===== config.mk =====
export PLATFORM = sky130hd
export DESIGN_NAME = vq_chain_walker
export DESIGN_NICKNAME = d
export VERILOG_FILES = /design/src/rtl/vq_pkg.sv /design/src/rtl/vq_layout.sv /design/src/rtl/vq_seg_tally.sv /design/src/rtl/vq_walk_fsm.sv /design/src/rtl/vq_chain_walker.sv
export SDC_FILE = /design/constraint.sdc
export NUM_CORES = 1
export LEC_CHECK = 0
export ABC_AREA = 1
export BUFFER_PORTS_ARGS = -buffer_cell sky130_fd_sc_hd__buf_2
export CAP_MARGIN = 30
export CORE_AREA = 3 3 227 229
export CTS_BUF_LIST = sky130_fd_sc_hd__clkbuf_4 sky130_fd_sc_hd__clkbuf_8
export DETAILED_ROUTE_END_ITERATION = 12
export DIE_AREA = 0 0 230 232
export PLACE_DENSITY = 0.57
export SETUP_SLACK_MARGIN = 0.4
export SLEW_MARGIN = 20
export SYNTH_ARGS = -nofsm -noshare
export SYNTH_HDL_FRONTEND = slang
export SYNTH_SLANG_ARGS = --single-unit

===== constraint.sdc =====
create_clock -name clk -period 7.82 [get_ports clk]
set_input_delay 0.782 -clock clk [delete_from_list [all_inputs] [get_ports clk]]
set_output_delay 0.782 -clock clk [all_outputs]
set_load 0.005 [all_outputs]

===== src/rtl/vq_pkg.sv =====
package vq_pkg;
  localparam int PAGE_SHIFT     = 12;
  localparam int DESC_SHIFT     = 4;
  localparam int AVAIL_IDX_OFS  = 2;
  localparam int AVAIL_RING_OFS = 4;
  localparam int IDX_W          = 16;
  localparam int BEAT_W         = 128;
  localparam int FLAG_NEXT_BIT  = 0;
  localparam int FLAG_WRITE_BIT = 1;

  typedef enum logic [3:0] {
    WS_IDLE,
    WS_IDX_REQ,
    WS_IDX_WAIT,
    WS_ENT_REQ,
    WS_ENT_WAIT,
    WS_DESC_REQ,
    WS_DESC_WAIT,
    WS_EMIT,
    WS_FIN
  } walk_state_e;

  typedef struct packed {
    logic [15:0] link;
    logic [15:0] flags;
    logic [31:0] len;
    logic [63:0] addr;
  } desc_t;
endpackage


===== src/rtl/vq_layout.sv =====
module vq_layout
  import vq_pkg::*;
#(
  parameter int ADDR_W = 64,
  parameter int PAGE_W = 32
) (
  input  logic [PAGE_W-1:0] page,
  input  logic [IDX_W-1:0]  qsize,
  output logic [ADDR_W-1:0] desc_base,
  output logic [ADDR_W-1:0] avail_base,
  output logic [ADDR_W-1:0] used_base
);
  localparam logic [ADDR_W-1:0] PAGE_MASK = ADDR_W'((64'd1 << PAGE_SHIFT) - 64'd1);

  logic [ADDR_W-1:0] qsz_w;
  logic [ADDR_W-1:0] avail_end;

  always_comb begin
    qsz_w      = ADDR_W'(qsize);
    desc_base  = ADDR_W'(page) << PAGE_SHIFT;
    avail_base = desc_base + (qsz_w << DESC_SHIFT);
    avail_end  = avail_base + ADDR_W'(AVAIL_RING_OFS) + (qsz_w << 1);
    used_base  = (avail_end + PAGE_MASK) & ~PAGE_MASK;
  end
endmodule


===== src/rtl/vq_seg_tally.sv =====
module vq_seg_tally #(
  parameter int MAX_SEGS = 16,
  localparam int CNT_W = $clog2(MAX_SEGS + 1)
) (
  input  logic             clk,
  input  logic             rst_n,
  input  logic             clr,
  input  logic             bump,
  input  logic             bump_wr,
  output logic [CNT_W-1:0] n_in,
  output logic [CNT_W-1:0] n_out,
  output logic             full
);
  logic [CNT_W:0] total;

  always_ff @(posedge clk) begin
    if (!rst_n || clr) begin
      n_in  <= '0;
      n_out <= '0;
    end else if (bump) begin
      if (bump_wr) n_in  <= n_in + 1'b1;
      else         n_out <= n_out + 1'b1;
    end
  end

  assign total = {1'b0, n_in} + {1'b0, n_out};
  assign full  = total >= (CNT_W + 1)'(MAX_SEGS);

  // the walker never accepts a segment beyond the limit
  assert_cap_R8: assert property (@(posedge clk) disable iff (!rst_n)
    bump |-> !full);
endmodule


===== src/rtl/vq_walk_fsm.sv =====
module vq_walk_fsm
  import vq_pkg::*;
#(
  parameter int ADDR_W = 64,
  parameter int MAX_SEGS = 16,
  localparam int CNT_W = $clog2(MAX_SEGS + 1)
) (
  input  logic              clk,
  input  logic              rst_n,
  input  logic [IDX_W-1:0]  qsize,
  input  logic [ADDR_W-1:0] desc_base,
  input  logic [ADDR_W-1:0] avail_base,
  input  logic              start,
  input  logic              remove,
  output logic              done,
  output logic              fetched,
  output logic [IDX_W-1:0]  head_id,
  output logic              loop_err,
  output logic [IDX_W-1:0]  avail_ptr,
  output logic              mrd_valid,
  input  logic              mrd_ready,
  output logic [ADDR_W-1:0] mrd_addr,
  input  logic              mrs_valid,
  output logic              mrs_ready,
  input  logic [BEAT_W-1:0] mrs_data,
  output logic              seg_valid,
  input  logic              seg_ready,
  output logic              seg_write,
  output logic [63:0]       seg_addr,
  output logic [31:0]       seg_len,
  output logic              tally_clr,
  output logic              tally_bump,
  input  logic              tally_full,
  input  logic [CNT_W-1:0]  n_in,
  input  logic [CNT_W-1:0]  n_out
);
  walk_state_e      state;
  logic             rm_q;
  logic [IDX_W-1:0] cur_idx;
  desc_t            cur_q;
  logic [IDX_W-1:0] mask;
  logic             unused_flags;

  assign mask         = qsize - 1'b1;
  assign unused_flags = ^cur_q.flags;

  always_ff @(posedge clk) begin
    if (!rst_n) begin
      state     <= WS_IDLE;
      rm_q      <= 1'b0;
      cur_idx   <= '0;
      cur_q     <= '0;
      head_id   <= '0;
      fetched   <= 1'b0;
      loop_err  <= 1'b0;
      avail_ptr <= '0;
    end else begin
      unique case (state)
        WS_IDLE: if (start) begin
          rm_q     <= remove;
          fetched  <= 1'b0;
          loop_err <= 1'b0;
          state    <= WS_IDX_REQ;
        end
        WS_IDX_REQ:  if (mrd_ready) state <= WS_IDX_WAIT;
        WS_IDX_WAIT: if (mrs_valid) begin
          if (mrs_data[IDX_W-1:0] == avail_ptr) state <= WS_FIN;
          else                                  state <= WS_ENT_REQ;
        end
        WS_ENT_REQ:  if (mrd_ready) state <= WS_ENT_WAIT;
        WS_ENT_WAIT: if (mrs_valid) begin
          head_id <= mrs_data[IDX_W-1:0];
          cur_idx <= mrs_data[IDX_W-1:0];
          fetched <= 1'b1;
          if (rm_q) avail_ptr <= avail_ptr + 1'b1;
          state   <= WS_DESC_REQ;
        end
        WS_DESC_REQ: begin
          if (tally_full) begin
            loop_err <= 1'b1;
            state    <= WS_FIN;
          end else if (mrd_ready) begin
            state <= WS_DESC_WAIT;
          end
        end
        WS_DESC_WAIT: if (mrs_valid) begin
          cur_q <= desc_t'(mrs_data);
          state <= WS_EMIT;
        end
        WS_EMIT: if (seg_ready) begin
          if (cur_q.flags[FLAG_NEXT_BIT]) begin
            cur_idx <= cur_q.link;
            state   <= WS_DESC_REQ;
          end else begin
            state <= WS_FIN;
          end
        end
        WS_FIN:  state <= WS_IDLE;
        default: state <= WS_IDLE;
      endcase
    end
  end

  always_comb begin
    mrd_valid = 1'b0;
    mrd_addr  = '0;
    unique case (state)
      WS_IDX_REQ: begin
        mrd_valid = 1'b1;
        mrd_addr  = avail_base + ADDR_W'(AVAIL_IDX_OFS);
      end
      WS_ENT_REQ: begin
        mrd_valid = 1'b1;
        mrd_addr  = avail_base + ADDR_W'(AVAIL_RING_OFS)
                  + (ADDR_W'(avail_ptr & mask) << 1);
      end
      WS_DESC_REQ: begin
        mrd_valid = !tally_full;
        mrd_addr  = desc_base + (ADDR_W'(cur_idx & mask) << DESC_SHIFT);
      end
      default: ;
    endcase
  end

  assign mrs_ready  = (state == WS_IDX_WAIT) || (state == WS_ENT_WAIT)
                   || (state == WS_DESC_WAIT);
  assign seg_valid  = (state == WS_EMIT);
  assign seg_write  = cur_q.flags[FLAG_WRITE_BIT];
  assign seg_addr   = cur_q.addr;
  assign seg_len    = cur_q.len;
  assign done       = (state == WS_FIN);
  assign tally_clr  = (state == WS_IDLE) && start;
  assign tally_bump = seg_valid && seg_ready;

  assert_req_hold_R10: assert property (@(posedge clk) disable iff (!rst_n)
    mrd_valid && !mrd_ready |=> mrd_valid && $stable(mrd_addr));

  assert_no_req_while_pending_R10: assert property (@(posedge clk) disable iff (!rst_n)
    mrs_ready |-> !mrd_valid);

  assert_seg_hold_R9: assert property (@(posedge clk) disable iff (!rst_n)
    seg_valid && !seg_ready |=> seg_valid && $stable(seg_addr)
                                && $stable(seg_len) && $stable(seg_write));

  assert_ptr_step_R5: assert property (@(posedge clk) disable iff (!rst_n)
    1'b1 |=> (avail_ptr == $past(avail_ptr)) || (avail_ptr == $past(avail_ptr) + 1'b1));

  assert_empty_no_segs_R3: assert property (@(posedge clk) disable iff (!rst_n)
    done && !fetched |-> (n_in == '0) && (n_out == '0));
endmodule


===== src/rtl/vq_chain_walker.sv =====
module vq_chain_walker
  import vq_pkg::*;
#(
  parameter int ADDR_W = 64,
  parameter int PAGE_W = 32,
  parameter int MAX_SEGS = 16,
  localparam int CNT_W = $clog2(MAX_SEGS + 1)
) (
  input  logic              clk,
  input  logic              rst_n,
  input  logic [PAGE_W-1:0] cfg_page,
  input  logic [15:0]       cfg_qsize,
  input  logic              start,
  input  logic              remove,
  output logic              done,
  output logic              fetched,
  output logic [15:0]       head_id,
  output logic              loop_err,
  output logic [CNT_W-1:0]  n_in,
  output logic [CNT_W-1:0]  n_out,
  output logic [15:0]       avail_ptr,
  output logic [ADDR_W-1:0] desc_base,
  output logic [ADDR_W-1:0] avail_base,
  output logic [ADDR_W-1:0] used_base,
  output logic              mrd_valid,
  input  logic              mrd_ready,
  output logic [ADDR_W-1:0] mrd_addr,
  input  logic              mrs_valid,
  output logic              mrs_ready,
  input  logic [127:0]      mrs_data,
  output logic              seg_valid,
  input  logic              seg_ready,
  output logic              seg_write,
  output logic [63:0]       seg_addr,
  output logic [31:0]       seg_len
);
  logic tally_clr, tally_bump, tally_full;

  vq_layout #(.ADDR_W(ADDR_W), .PAGE_W(PAGE_W)) u_layout (
    .page       (cfg_page),
    .qsize      (cfg_qsize),
    .desc_base  (desc_base),
    .avail_base (avail_base),
    .used_base  (used_base)
  );

  vq_seg_tally #(.MAX_SEGS(MAX_SEGS)) u_tally (
    .clk     (clk),
    .rst_n   (rst_n),
    .clr     (tally_clr),
    .bump    (tally_bump),
    .bump_wr (seg_write),
    .n_in    (n_in),
    .n_out   (n_out),
    .full    (tally_full)
  );

  vq_walk_fsm #(.ADDR_W(ADDR_W), .MAX_SEGS(MAX_SEGS)) u_fsm (
    .clk        (clk),
    .rst_n      (rst_n),
    .qsize      (cfg_qsize),
    .desc_base  (desc_base),
    .avail_base (avail_base),
    .start      (start),
    .remove     (remove),
    .done       (done),
    .fetched    (fetched),
    .head_id    (head_id),
    .loop_err   (loop_err),
    .avail_ptr  (avail_ptr),
    .mrd_valid  (mrd_valid),
    .mrd_ready  (mrd_ready),
    .mrd_addr   (mrd_addr),
    .mrs_valid  (mrs_valid),
    .mrs_ready  (mrs_ready),
    .mrs_data   (mrs_data),
    .seg_valid  (seg_valid),
    .seg_ready  (seg_ready),
    .seg_write  (seg_write),
    .seg_addr   (seg_addr),
    .seg_len    (seg_len),
    .tally_clr  (tally_clr),
    .tally_bump (tally_bump),
    .tally_full (tally_full),
    .n_in       (n_in),
    .n_out      (n_out)
  );

  // nothing is requested or emitted in the first cycle after reset
  assert_quiet_after_reset_R11: assert property (@(posedge clk)
    $rose(rst_n) |-> !mrd_valid && !seg_valid && !done);
endmodule


**After elaboration in Yosys (flattened, before gate mapping)**

Cells that the tools add are included.
W data, S select, Z words.

- Bits in registers: 179
- Bits of input ports: 183

- Add/subtract/negate cells: 12
- Order comparisons: 1
- Eq/ne operators: 19
- Multiplexer cells: 23
- Bitwise logic cells: 3
- Reduce and logical (&&, ||, !) cells: 22

Operator list:

| cell | count |
|---|---|
| $pmux W64 S3 | 1 |
| $add A44 B64 Y64 | 1 |
| $add A64 B12 Y64 const B | 1 |
| $add A64 B17 Y64 | 1 |
| $add A64 B64 Y64 | 1 |
| $mux W16 | 3 |
| $add A45 B2 Y46 const B | 1 |
| $add A45 B3 Y46 const B | 1 |
| $add A44 B20 Y45 | 1 |
| $mux W4 | 11 |
| $and A16 B16 Y16 | 2 |
| $pmux W16 S2 | 1 |
| $pmux W4 S8 | 1 |
| $add A16 B1 Y16 const B | 1 |
| $eq A16 B16 Y1 | 1 |
| $eq A4 B3 Y1 const B | 4 |
| $ne A2 B2 Y1 const B | 8 |
| $sub A16 B1 Y16 const B | 1 |
| $add A5 B1 Y5 const B | 2 |
| $reduce_and A2 Y1 | 5 |
| $reduce_and A3 Y1 | 3 |
| $eq A4 B2 Y1 const B | 2 |
| $reduce_and A8 Y1 | 1 |
| $add A5 B5 Y6 | 1 |
| other kinds (15) | 25 |

**Depth between registers and ports, before layout**

Gate-level depths: netlist (run 1).

- Depth after elaboration: 4
- Mapped depth: 25

**Hierarchy**

From an unflattened synthesis (run 1), not the netlist that was laid out.

- Cell total of the unflattened synthesis: 3684
- Area total of the unflattened synthesis: 20952.6 µm²

By module, submodules not included:

| module | times used | cells an instance | area each (µm²) | seq. area each (µm²) |
|---|---|---|---|---|
| vq_walk_fsm | 1 | 2876 | 16328.2 | 3383.2 |
| vq_layout | 1 | 728 | 4068.9 | 0.0 |
| vq_seg_tally | 1 | 80 | 555.5 | 200.2 |

**Worst setup path before layout (run 1)**

OpenSTA, ideal clock, no wires.

- Kind: in2out
- From: in cfg_page[0]
- To: out used_base[41]
- Arrival time: 3.832 ns
- Required time: 7.038 ns
- Slack: 3.206 ns
- Cell stages on the path: 18
- Buffers on the path: 0
- Cell sequence: ha_1 > fa_1 > nand3_1 > nand3_1 > xor2_1 > ha_1 > ha_1 > nand2_1 > nor4_1 > nand2_1 > nand2_1 > inv_1 > nor2_2 > nand2_1 > nor2_1 > nand2_1 > xor2_1 > inv_1

- Word-level cells in the longest chain between the ends: 4

Ends and longest elaborated chain:

| what | RTL line | text |
|---|---|---|
| start: declaration | vq_chain_walker.sv:11 | `input logic [PAGE_W-1:0] cfg_page,` |
| $add A44 B20 Y45 | vq_layout.sv:21 | `avail_base = desc_base + (qsz_w << DESC_SHIFT);` |
| named net avail_base[16] | vq_chain_walker.sv:23 | `output logic [ADDR_W-1:0] avail_base,` |
| $add A45 B3 Y46 | n/a |  |
| $add A64 B17 Y64 | vq_layout.sv:22 | `avail_end = avail_base + ADDR_W'(AVAIL_RING_OFS) + (qsz_w << 1);` |
| $add A64 B12 Y64 | vq_layout.sv:23 | `used_base = (avail_end + PAGE_MASK) & ~PAGE_MASK;` |
| end: declaration | vq_chain_walker.sv:24 | `output logic [ADDR_W-1:0] used_base,` |

The timed path passes the listed nets, and every way through them passes these cells.

**Worst setup path in the final report (run 1)**

- From: in cfg_qsize[0]
- To: out mrd_addr[43]

- Word-level cells in the longest chain between the ends: 4
- Elaborated cells on any way between the ends: 9
- Those cells by class: add/sub: 6; mux: 1; bitwise: 2

Ends and longest elaborated chain:

| what | RTL line | text |
|---|---|---|
| start: declaration | vq_chain_walker.sv:12 | `input logic [15:0] cfg_qsize,` |
| $add A44 B20 Y45 / $sub A16 B1 Y16 (equally long branches) | vq_layout.sv:21, vq_walk_fsm.sv:44 |  |
| $add A45 B3 Y46 (tied with other cells) | vq_walk_fsm.sv:114 | `mrd_addr = avail_base + ADDR_W'(AVAIL_RING_OFS)` |
| $add A64 B64 Y64 / $add A44 B64 Y64 (equally long branches) | vq_walk_fsm.sv:115, vq_walk_fsm.sv:119 |  |
| $pmux W64 S3 * | vq_walk_fsm.sv:107 | `unique case (state)` |
| end: declaration | vq_chain_walker.sv:27 | `output logic [ADDR_W-1:0] mrd_addr,` |

Mark *: on every way between the ends. The rest lies on a longest branch, timed or not.

==> impl_metrics.yaml, run 1 <==
outcome:
  status: "completed"
clock_tree:
  cts_inserted_buffers: 17
  cts_setup_buffers: 0
  cts_root_buffer: "clkbuf_8"
  clock_sink_count: 179
  clockBufferDepth: 2
  postCtsResizedCells: 0
  clkTransAtPathRegs_ps: 90
  cts_max_level: 4
  clock_latency_ps: 490
  cts_tree: "built"
  cts_hold_buf: 0
logic_synthesis:
  synthTopCellsByArea: "dfxtp_1, nand2_1, buf_4"
  syn_area_um2: 15200
  yosysSeqAreaShare: 0.235
  synthCells: 2367
  ys_top_cells_by_count: "nand2_1, nand3_1, buf_4"
  synth-edff-count: 0
  synth_seq_cells: 179
  yosysUniqueCellTypes: 48
  synth_top_cell_area_share: 0.235
  async_flop_share: 0
  synth_ff_type: "dfxtp_1"
  synth_area_leader_cell: "dfxtp_1"
  avgSynthCellArea_um2: 6.44
  synth_most_common_cell: "nand2_1"
  ys_warn_count: 0
setup_path:
  path_max_fanout: 6
  path_class: "input port to output port"
  cp-end-kind: "output port"
  worstPathArrival_ps: 5120
  required_ps: 7040
  crit_path_start_kind: "input port"
sta:
  finClkSkew_ps: 10.4
  min_period_ps: 5900
  min_period_over_period: 0.754
  hold_ws_ps: 464
  finalHoldViolCount: 0
  fmax_mhz: 170
  slew_headroom: 0.393
  tightest_slew_ps: 910
  maxSlewViolCount: 0
  rsz0062_at_grt: "false"
  finalSetupViolCount: 0
  fin_setup_tns_ps: 0
route:
  drt_iter0_markers: 840
  drtPass1Iterations: 5
  drtAntennaViolNets: 0
  routed_wl_mm: 60.6
  drc_errors: 0
  via_count: 15900
  viasPerCell: 4.76
  drt-wirelength-per-cell_um: 18.2
floorplanning:
  start_util: 0.306
  coreArea_um2: 49900
  dieArea_um2: 53400
  die_height_um: 232
  fp.dieW_um: 230
  row_count: 82
  ioPinCount: 584
flow_run:
  maxCapViolCount: 0
place:
  numPortBuffers: 463
  place.gp.congestion: 0.929
  placed_cell_area_um2: 16800
  dp_hpwl_mm: 48.6
power:
  vdd_drop_max_mv: 0.148
  leakage_uw: 0.00827
  power_uw: 2850
  p_per_area_nw_per_um2: 165
layout:
  design_area_um2: 17300
  num-nets-final: 2899
  drive_gt1_frac: 0.248
  area_growth_pct: 13.3
global_route:
  grt_overflow_total: 0
  grt_usage: 0.218
  grt_max_degree: 92
  grt_pass1_wl_mm: 90.3
  antenna_found_initial: 4
  grt_pass1_vias: 15100
worst_hold_path:
  hp-class: "flip-flop to flip-flop"
[cell type report]
class,count,area [um^2]
Tap cell,672,841
Clock buffer,19,262
Clock inverter,13,155
Timing Repair Buffer,478,2470
Multi-Input combinational cell,1746,9100
Antenna cell,4,10.0
Inverter,227,858
Sequential cell,179,3580
Fill cell,5645,32600
[per-layer routing]
layer,GRT usage,part of all wire,routed length (um),vias up
met2,0.383,0.49,29700,605
met1,0.265,0.41,24700,7244
met5,0,0.00023,14,-
met4,0.0754,0.029,1750,2
met3,0.0453,0.074,4470,88
li1,-,-,-,7948
[placed cells by master (no fill, tap or decap), drive strengths merged, types with 3 or more instances in the layout]
cell type    n
a31oi       17
o21bai       5
clkbuf      19
a21oi      196
o22ai        3
nor4         9
buf        478
o221ai       5
nand3      273
dfxtp      179
nor2       225
o21ai      111
a21o         4
ha          65
inv        226
nor3        32
conb       106
xor2        45
o21a         5
xnor2       21
nand4       19
clkinv      11
nand2      568
diode        4
bufinv       3
nand3b       4
or2          3
o211ai      21
[worst paths after layout]
check                   start                to  slack [ps]  depth (start not counted)
max reg2reg    u_fsm.state[2]  u_fsm.cur_idx[8]        5010                         11
max              cfg_qsize[0]      mrd_addr[43]        1920                         25
min          u_fsm.seg_len[6]  u_fsm.seg_len[6]         460                          2
min reg2reg  u_fsm.seg_len[6]  u_fsm.seg_len[6]         460                          2
[registers in the layout (all words and copies together), names as in the netlist]
register / cells
u_fsm.state: 4
u_fsm.head_id: 16
u_tally.n_out: 5
u_tally.n_in: 5
u_fsm.rm_q: 1
u_fsm.cur_idx: 16
u_fsm.fetched: 1
u_fsm.seg_write: 1
u_fsm.seg_addr: 64
u_fsm.avail_ptr: 16
u_fsm.loop_err: 1
u_fsm.cur_q: 17
u_fsm.seg_len: 32
[where the power goes]
part | switching, uW | leakage (uW) | internal (uW)
logic | 752 | 0.00661 | 379
registers | 45.3 | 0.00145 | 984
clock network | 360 | 0.000220 | 332
total | 1160 | 0.00827 | 1700
[worst max-delay path, stage by stage]
cell	delay [ps]
buf_2	170
inv_1	140
ha_1	180
nand2_1	110
nor3_1	330
nand2_1	150
nor3_1	310
nand2_1	140
nor3_1	220
xnor2_1	170
nor2_1	80
ha_1	370
nand4_1	110
o21ai_0	500
inv_1	120
nor2_1	260
inv_1	90
nor2_1	280
nand2_1	90
nand2_1	70
nand3_1	110
o21ai_0	110
inv_1	60
nand2_1	60
buf_2	110
[cell families after synthesis]
kind of cell / share of synthesized area
AND/OR/NAND/NOR: 0.344
buffers and inverters: 0.195
AO/OA/AOI/OAI: 0.132
flip-flops: 0.235
adder cells (fa/ha/maj): 0.0560
XOR/XNOR: 0.0379
other: 0.000246
[stage by stage]
step,instances,utilization,worst slack (ps)
after floorplan,2472,-,3210
after global placement,3299,0.337,1950
after detailed placement,3301,0.337,1940
after CTS,3333,0.346,1940
after global routing,3334,0.346,1430
final,3338,0.347,1920
Power figures use the tool's default switching activity.
==> inputs of run 2 (changes only) <==
- clock period: 7.82 -> 6 ns (I/O delays scaled with it)
==> run 2 against run 1 <==
Hold slack got worse by 80 ps; non-clock buffer count increased by 10; setup slack got worse by 1100 ps; sequential cell count unchanged; clock-buffer cell count increased by 2; design area increased by 1.1%; die area unchanged; utilization increased by 0.38 points; via count increased by 0.72%; sequential share of layout area decreased by 0.23 points; critical endpoint is now mrd_addr[30]; highest routed layer unchanged.
==> impl_metrics.yaml, run 2 (synthesis results as in run 1) <==
outcome:
  status: "completed"
setup_path:
  path_max_fanout: 8
  worstReg2RegEnd: "u_fsm.seg_addr[25]"
  cp-end-kind: "output port"
  crit_path_start_kind: "input port"
  required_ps: 5400
  reg2reg_setup_slack_ps: 3150
  path_class: "input port to output port"
  r2r_cells: 8
  reg2reg_from: "u_fsm.state[1]"
  worstPathArrival_ps: 4610
global_route:
  use_met1: 0.262
  grt_busiest_layer: "met2"
  met2_usage: 0.394
  grt_pass1_wl_mm: 91.1
  grt_pass1_vias: 15300
  grt_max_degree: 71
  grt_usage: 0.220
  antenna_found_initial: 3
  gr-usage-met3: 0.0454
  grt_overflow_total: 0
route:
  via_count: 16000
  drc_errors: 0
  drtPass1Iterations: 6
  drt-wirelength-per-cell_um: 18.3
  drt_iter0_markers: 808
  drtAntennaViolNets: 0
  routed_wl_mm: 61.2
  viasPerCell: 4.78
clock_tree:
  clock_latency_ps: 480
  cts_tree: "built"
  cts_max_level: 4
  clkTransAtPathRegs_ps: 90
  cts_setup_buffers: 0
  cts_root_buffer: "clkbuf_8"
  clockBufferDepth: 2
  cts_inserted_buffers: 17
  cts_hold_buf: 0
  clock_sink_count: 179
  postCtsResizedCells: 0
floorplanning:
  fp.dieW_um: 230
  coreArea_um2: 49900
  ioPinCount: 584
  dieArea_um2: 53400
  die_height_um: 232
  start_util: 0.306
  row_count: 82
worst_hold_path:
  min_path_cells: 3
  min_to: "u_fsm.seg_len[1]"
  min_from: "mrs_data[65]"
  hp-class: "input port to flip-flop"
layout:
  design_area_um2: 17500
  post-route-util: 0.350
  multi_input_area_um2: 9120
  num-nets-final: 2909
  area_growth_pct: 14.6
  fill_cells: 5647
  final_cell_mix: "nand2_1, buf_2, nand3_1"
  largest_reg_flops: 64
  final_common_cell: "nand2_1"
  drive_gt1_frac: 0.253
  ff_latch_area_um2: 3580
sta:
  min_period_ps: 5210
  fmax_mhz: 192
  finalHoldViolCount: 0
  slew_headroom: 0.444
  maxSlewViolCount: 0
  fin_setup_tns_ps: 0
  tightest_slew_ps: 833
  finalSetupViolCount: 0
  min_period_over_period: 0.868
  finClkSkew_ps: 8.32
  rsz0062_at_grt: "false"
power:
  leakage_uw: 0.00836
  p_int_uw: 2400
  vdd_drop_max_mv: 0.246
  switching_share: 0.387
  p_seq_frac: 0.343
  p_clk_frac: 0.276
  p_per_area_nw_per_um2: 224
  power_uw: 3910
  p_switching_uw: 1510
  combPwrFrac: 0.381
place:
  placed_cell_area_um2: 16900
  dp_hpwl_mm: 49.4
  numPortBuffers: 463
  place.gp.congestion: 0.919
flow_run:
  maxCapViolCount: 0
run 2: cell types whose count changed in the layout (fill, tap and decap cells not counted), sizes merged:
cell and delta:
clkinvlp +1, diode -3, bufinv +4, clkbuf +2, clkinv -7, buf +10
run 2: final cells by class:
cell class / count / area share
Antenna cell: 1 / 0.000143
Clock buffer: 21 / 0.0158
Clock inverter: 11 / 0.0141
Inverter: 227 / 0.0491
Multi-Input combinational cell: 1746 / 0.522
Sequential cell: 179 / 0.205
Tap cell: 672 / 0.0481
Timing Repair Buffer: 488 / 0.145
run 2: layer usage:
metal  wire, um  share of wire
met5         28        0.00046
met4       1870          0.031
met3       4420          0.072
met2      30000           0.49
met1      24900           0.41
run 2: worst max-delay path, stage by stage:
cell and delay [ps]:
buf_2 170, inv_1 130, ha_1 190, nand2_1 120, nor3_2 260, nand2_1 120, nor3_1 270, nand2_1 150
nor3_1 210, xnor2_1 170, nor2_1 60, ha_1 340, nand2_1 100, nor4_1 290, nand2_1 80, nand2_1 130
nand2_1 80, nand2_2 200, nand2_1 210, nor2_2 200, nand2_1 70, nand3_1 130, nand3_1 130, buf_2 160
run 2: worst max path at each step:
stage	from	end	cells past startpoint
6_report	cfg_qsize[0]	mrd_addr[30]	24
5_1_grt	cfg_qsize[0]	mrd_addr[25]	23
4_1_cts	cfg_qsize[0]	mrd_addr[43]	25
3_5_place_dp	cfg_qsize[0]	mrd_addr[43]	25
3_3_place_gp	cfg_qsize[0]	mrd_addr[43]	25
2_1_floorplan	cfg_page[0]	used_base[41]	18
run 2: per-stage QoR:
step | setup WS [ps] | instances | hold WS (ps)
after CTS | 675 | 3344 | 335
after detailed placement | 683 | 3312 | 450
after floorplan | 1750 | 2472 | 436
final | 794 | 3345 | 384
after global routing | 426 | 3344 | 338
after global placement | 715 | 3309 | 444
run 2: power groups by stage:
stage	clock (uW)	combinational (uW)	sequential (uW)
2_1_floorplan	0	895	1350
3_3_place_gp	0	1490	1370
3_5_place_dp	0	1500	1370
4_1_cts	1110	1500	1340
5_1_grt	1150	1660	1360
6_report	1080	1490	1340
==> inputs of run 3 (changes only) <==
- CTS_BUF_LIST: sky130_fd_sc_hd__clkbuf_4 sky130_fd_sc_hd__clkbuf_8 -> sky130_fd_sc_hd__clkbuf_4 sky130_fd_sc_hd__clkbuf_8 sky130_fd_sc_hd__clkbuf_16
- SKIP_CTS_REPAIR_TIMING: default -> 1
- SLEW_MARGIN: 20 -> 10
==> run 3 against run 2 <==
Routed wire length barely moved; sequential power barely moved; setup slack improved by 33 ps; via count fell by 0.71%; total power fell by 0.47%; combinational power barely moved; clock-buffer cell count is 1 lower; largest cell class unchanged; maximum frequency is 0.64% higher; hold slack better by 39 ps.
==> impl_metrics.yaml, run 3 (synthesis results as in run 1) <==
sta:
  slew_headroom: 0.418
  min_period_ps: 5170
  min_period_over_period: 0.862
  fin_setup_tns_ps: 0
  tightest_slew_ps: 871
  finClkSkew_ps: 12.1
  finalSetupViolCount: 0
  rsz0062_at_grt: "false"
  finalHoldViolCount: 0
  fmax_mhz: 193
  setup_ws_ps: 827
  maxSlewViolCount: 0
place:
  dp_hpwl_mm: 49.4
  dpl.cell_count: 3312
  numPortBuffers: 463
  pre_cts_slack_ps: 691
  place.gp.congestion: 0.919
global_route:
  grt_pass1_wl_mm: 91.0
  grt_max_degree: 78
  grt_usage: 0.220
  grt_overflow_total: 0
  antenna_found_initial: 3
  grt_pass1_vias: 15200
setup_path:
  path_class: "input port to output port"
  reg2reg_setup_slack_ps: 3140
  max_stage_delay_ps: 380
  critical_path.slowest_cell: "ha_1"
  cp_common_cell: "nand2_1"
  path_max_fanout: 6
  required_ps: 5400
  crit_path_start_kind: "input port"
  r2r_cells: 8
  worstPathArrival_ps: 4570
  cp-end-kind: "output port"
flow_run:
  maxCapViolCount: 0
power:
  leakage_uw: 0.00836
  vdd_drop_max_mv: 0.170
  p_per_area_nw_per_um2: 223
clock_tree:
  cts_root_buffer: "clkbuf_16"
  cts_tree: "built"
  clkTransAtPathRegs_ps: 70
  clock_latency_ps: 440
  clock_sink_count: 179
  cts_inserted_buffers: 17
  cts_max_level: 4
  clockBufferDepth: 2
outcome:
  status: "completed"
route:
  drt-wirelength-per-cell_um: 18.3
  drt_iter0_markers: 750
  viasPerCell: 4.75
  drc_errors: 0
  drtPass1Iterations: 5
  drtAntennaViolNets: 0
  routed_wl_mm: 61.2
  via_count: 15900
floorplanning:
  die_height_um: 232
  ioPinCount: 584
  dieArea_um2: 53400
  fp.dieW_um: 230
  row_count: 82
  coreArea_um2: 49900
  start_util: 0.306
layout:
  final_common_cell: "nand2_1"
  ff_latch_area_um2: 3580
  area_growth_pct: 14.8
  post-route-util: 0.351
  final_cell_mix: "nand2_1, buf_2, nand3_1"
  fin_cells: 3343
  diodes: 0
  drive_gt1_frac: 0.252
  multi_input_area_um2: 9120
  fill_cells: 5677
  largest_reg_flops: 64
  num-nets-final: 2909
worst_hold_path:
  min_path_cells: 3
  hp-class: "input port to flip-flop"
[run 3: critical path, delay by kind of cell]
family / cells / cell delay [ps]
simple gates: 14 / 2120
buf+inv: 6 / 650
xor+xnor: 1 / 180
compound gates: 2 / 420
fa+ha+maj: 2 / 570
[run 3: worst paths after layout]
path,from,end
hold / removal,mrs_data[83],u_fsm.seg_len[19]
hold reg to reg,u_fsm.seg_len[11],u_fsm.seg_len[11]
setup reg to reg,u_fsm.state[1],u_fsm.seg_addr[25]
setup / recovery,cfg_qsize[0],mrd_addr[43]
[run 3: layer usage]
layer,global-route usage,wire (um),vias to the layer above
met5,0,11,-
met4,0.0750,1900,2
met3,0.0456,4240,86
met2,0.391,29900,586
met1,0.263,25100,7248
li1,-,-,7966
[run 3: power breakdown]
group	switching, uW	internal, uW	leakage (uW)
registers	60.5	1280	0.00145
clock network	501	556	0.000256
logic	988	504	0.00666
[run 3: through the flow]
step / total power (uW) / instance area, um^2 / hold slack (ps)
after floorplan: 2250 / 15600 / 436
after global placement: 2860 / 16900 / 444
after detailed placement: 2870 / 16900 / 450
after CTS: 3940 / 17500 / 394
after global routing: 4140 / 17500 / 401
final: 3890 / 17500 / 423
[run 3: cell type report]
type / count / area share
Multi-Input combinational cell: 1746 / 0.521
Inverter: 227 / 0.0491
Sequential cell: 179 / 0.205
Timing Repair Buffer: 488 / 0.146
Clock inverter: 11 / 0.00465
Tap cell: 672 / 0.0481
Clock buffer: 20 / 0.0263
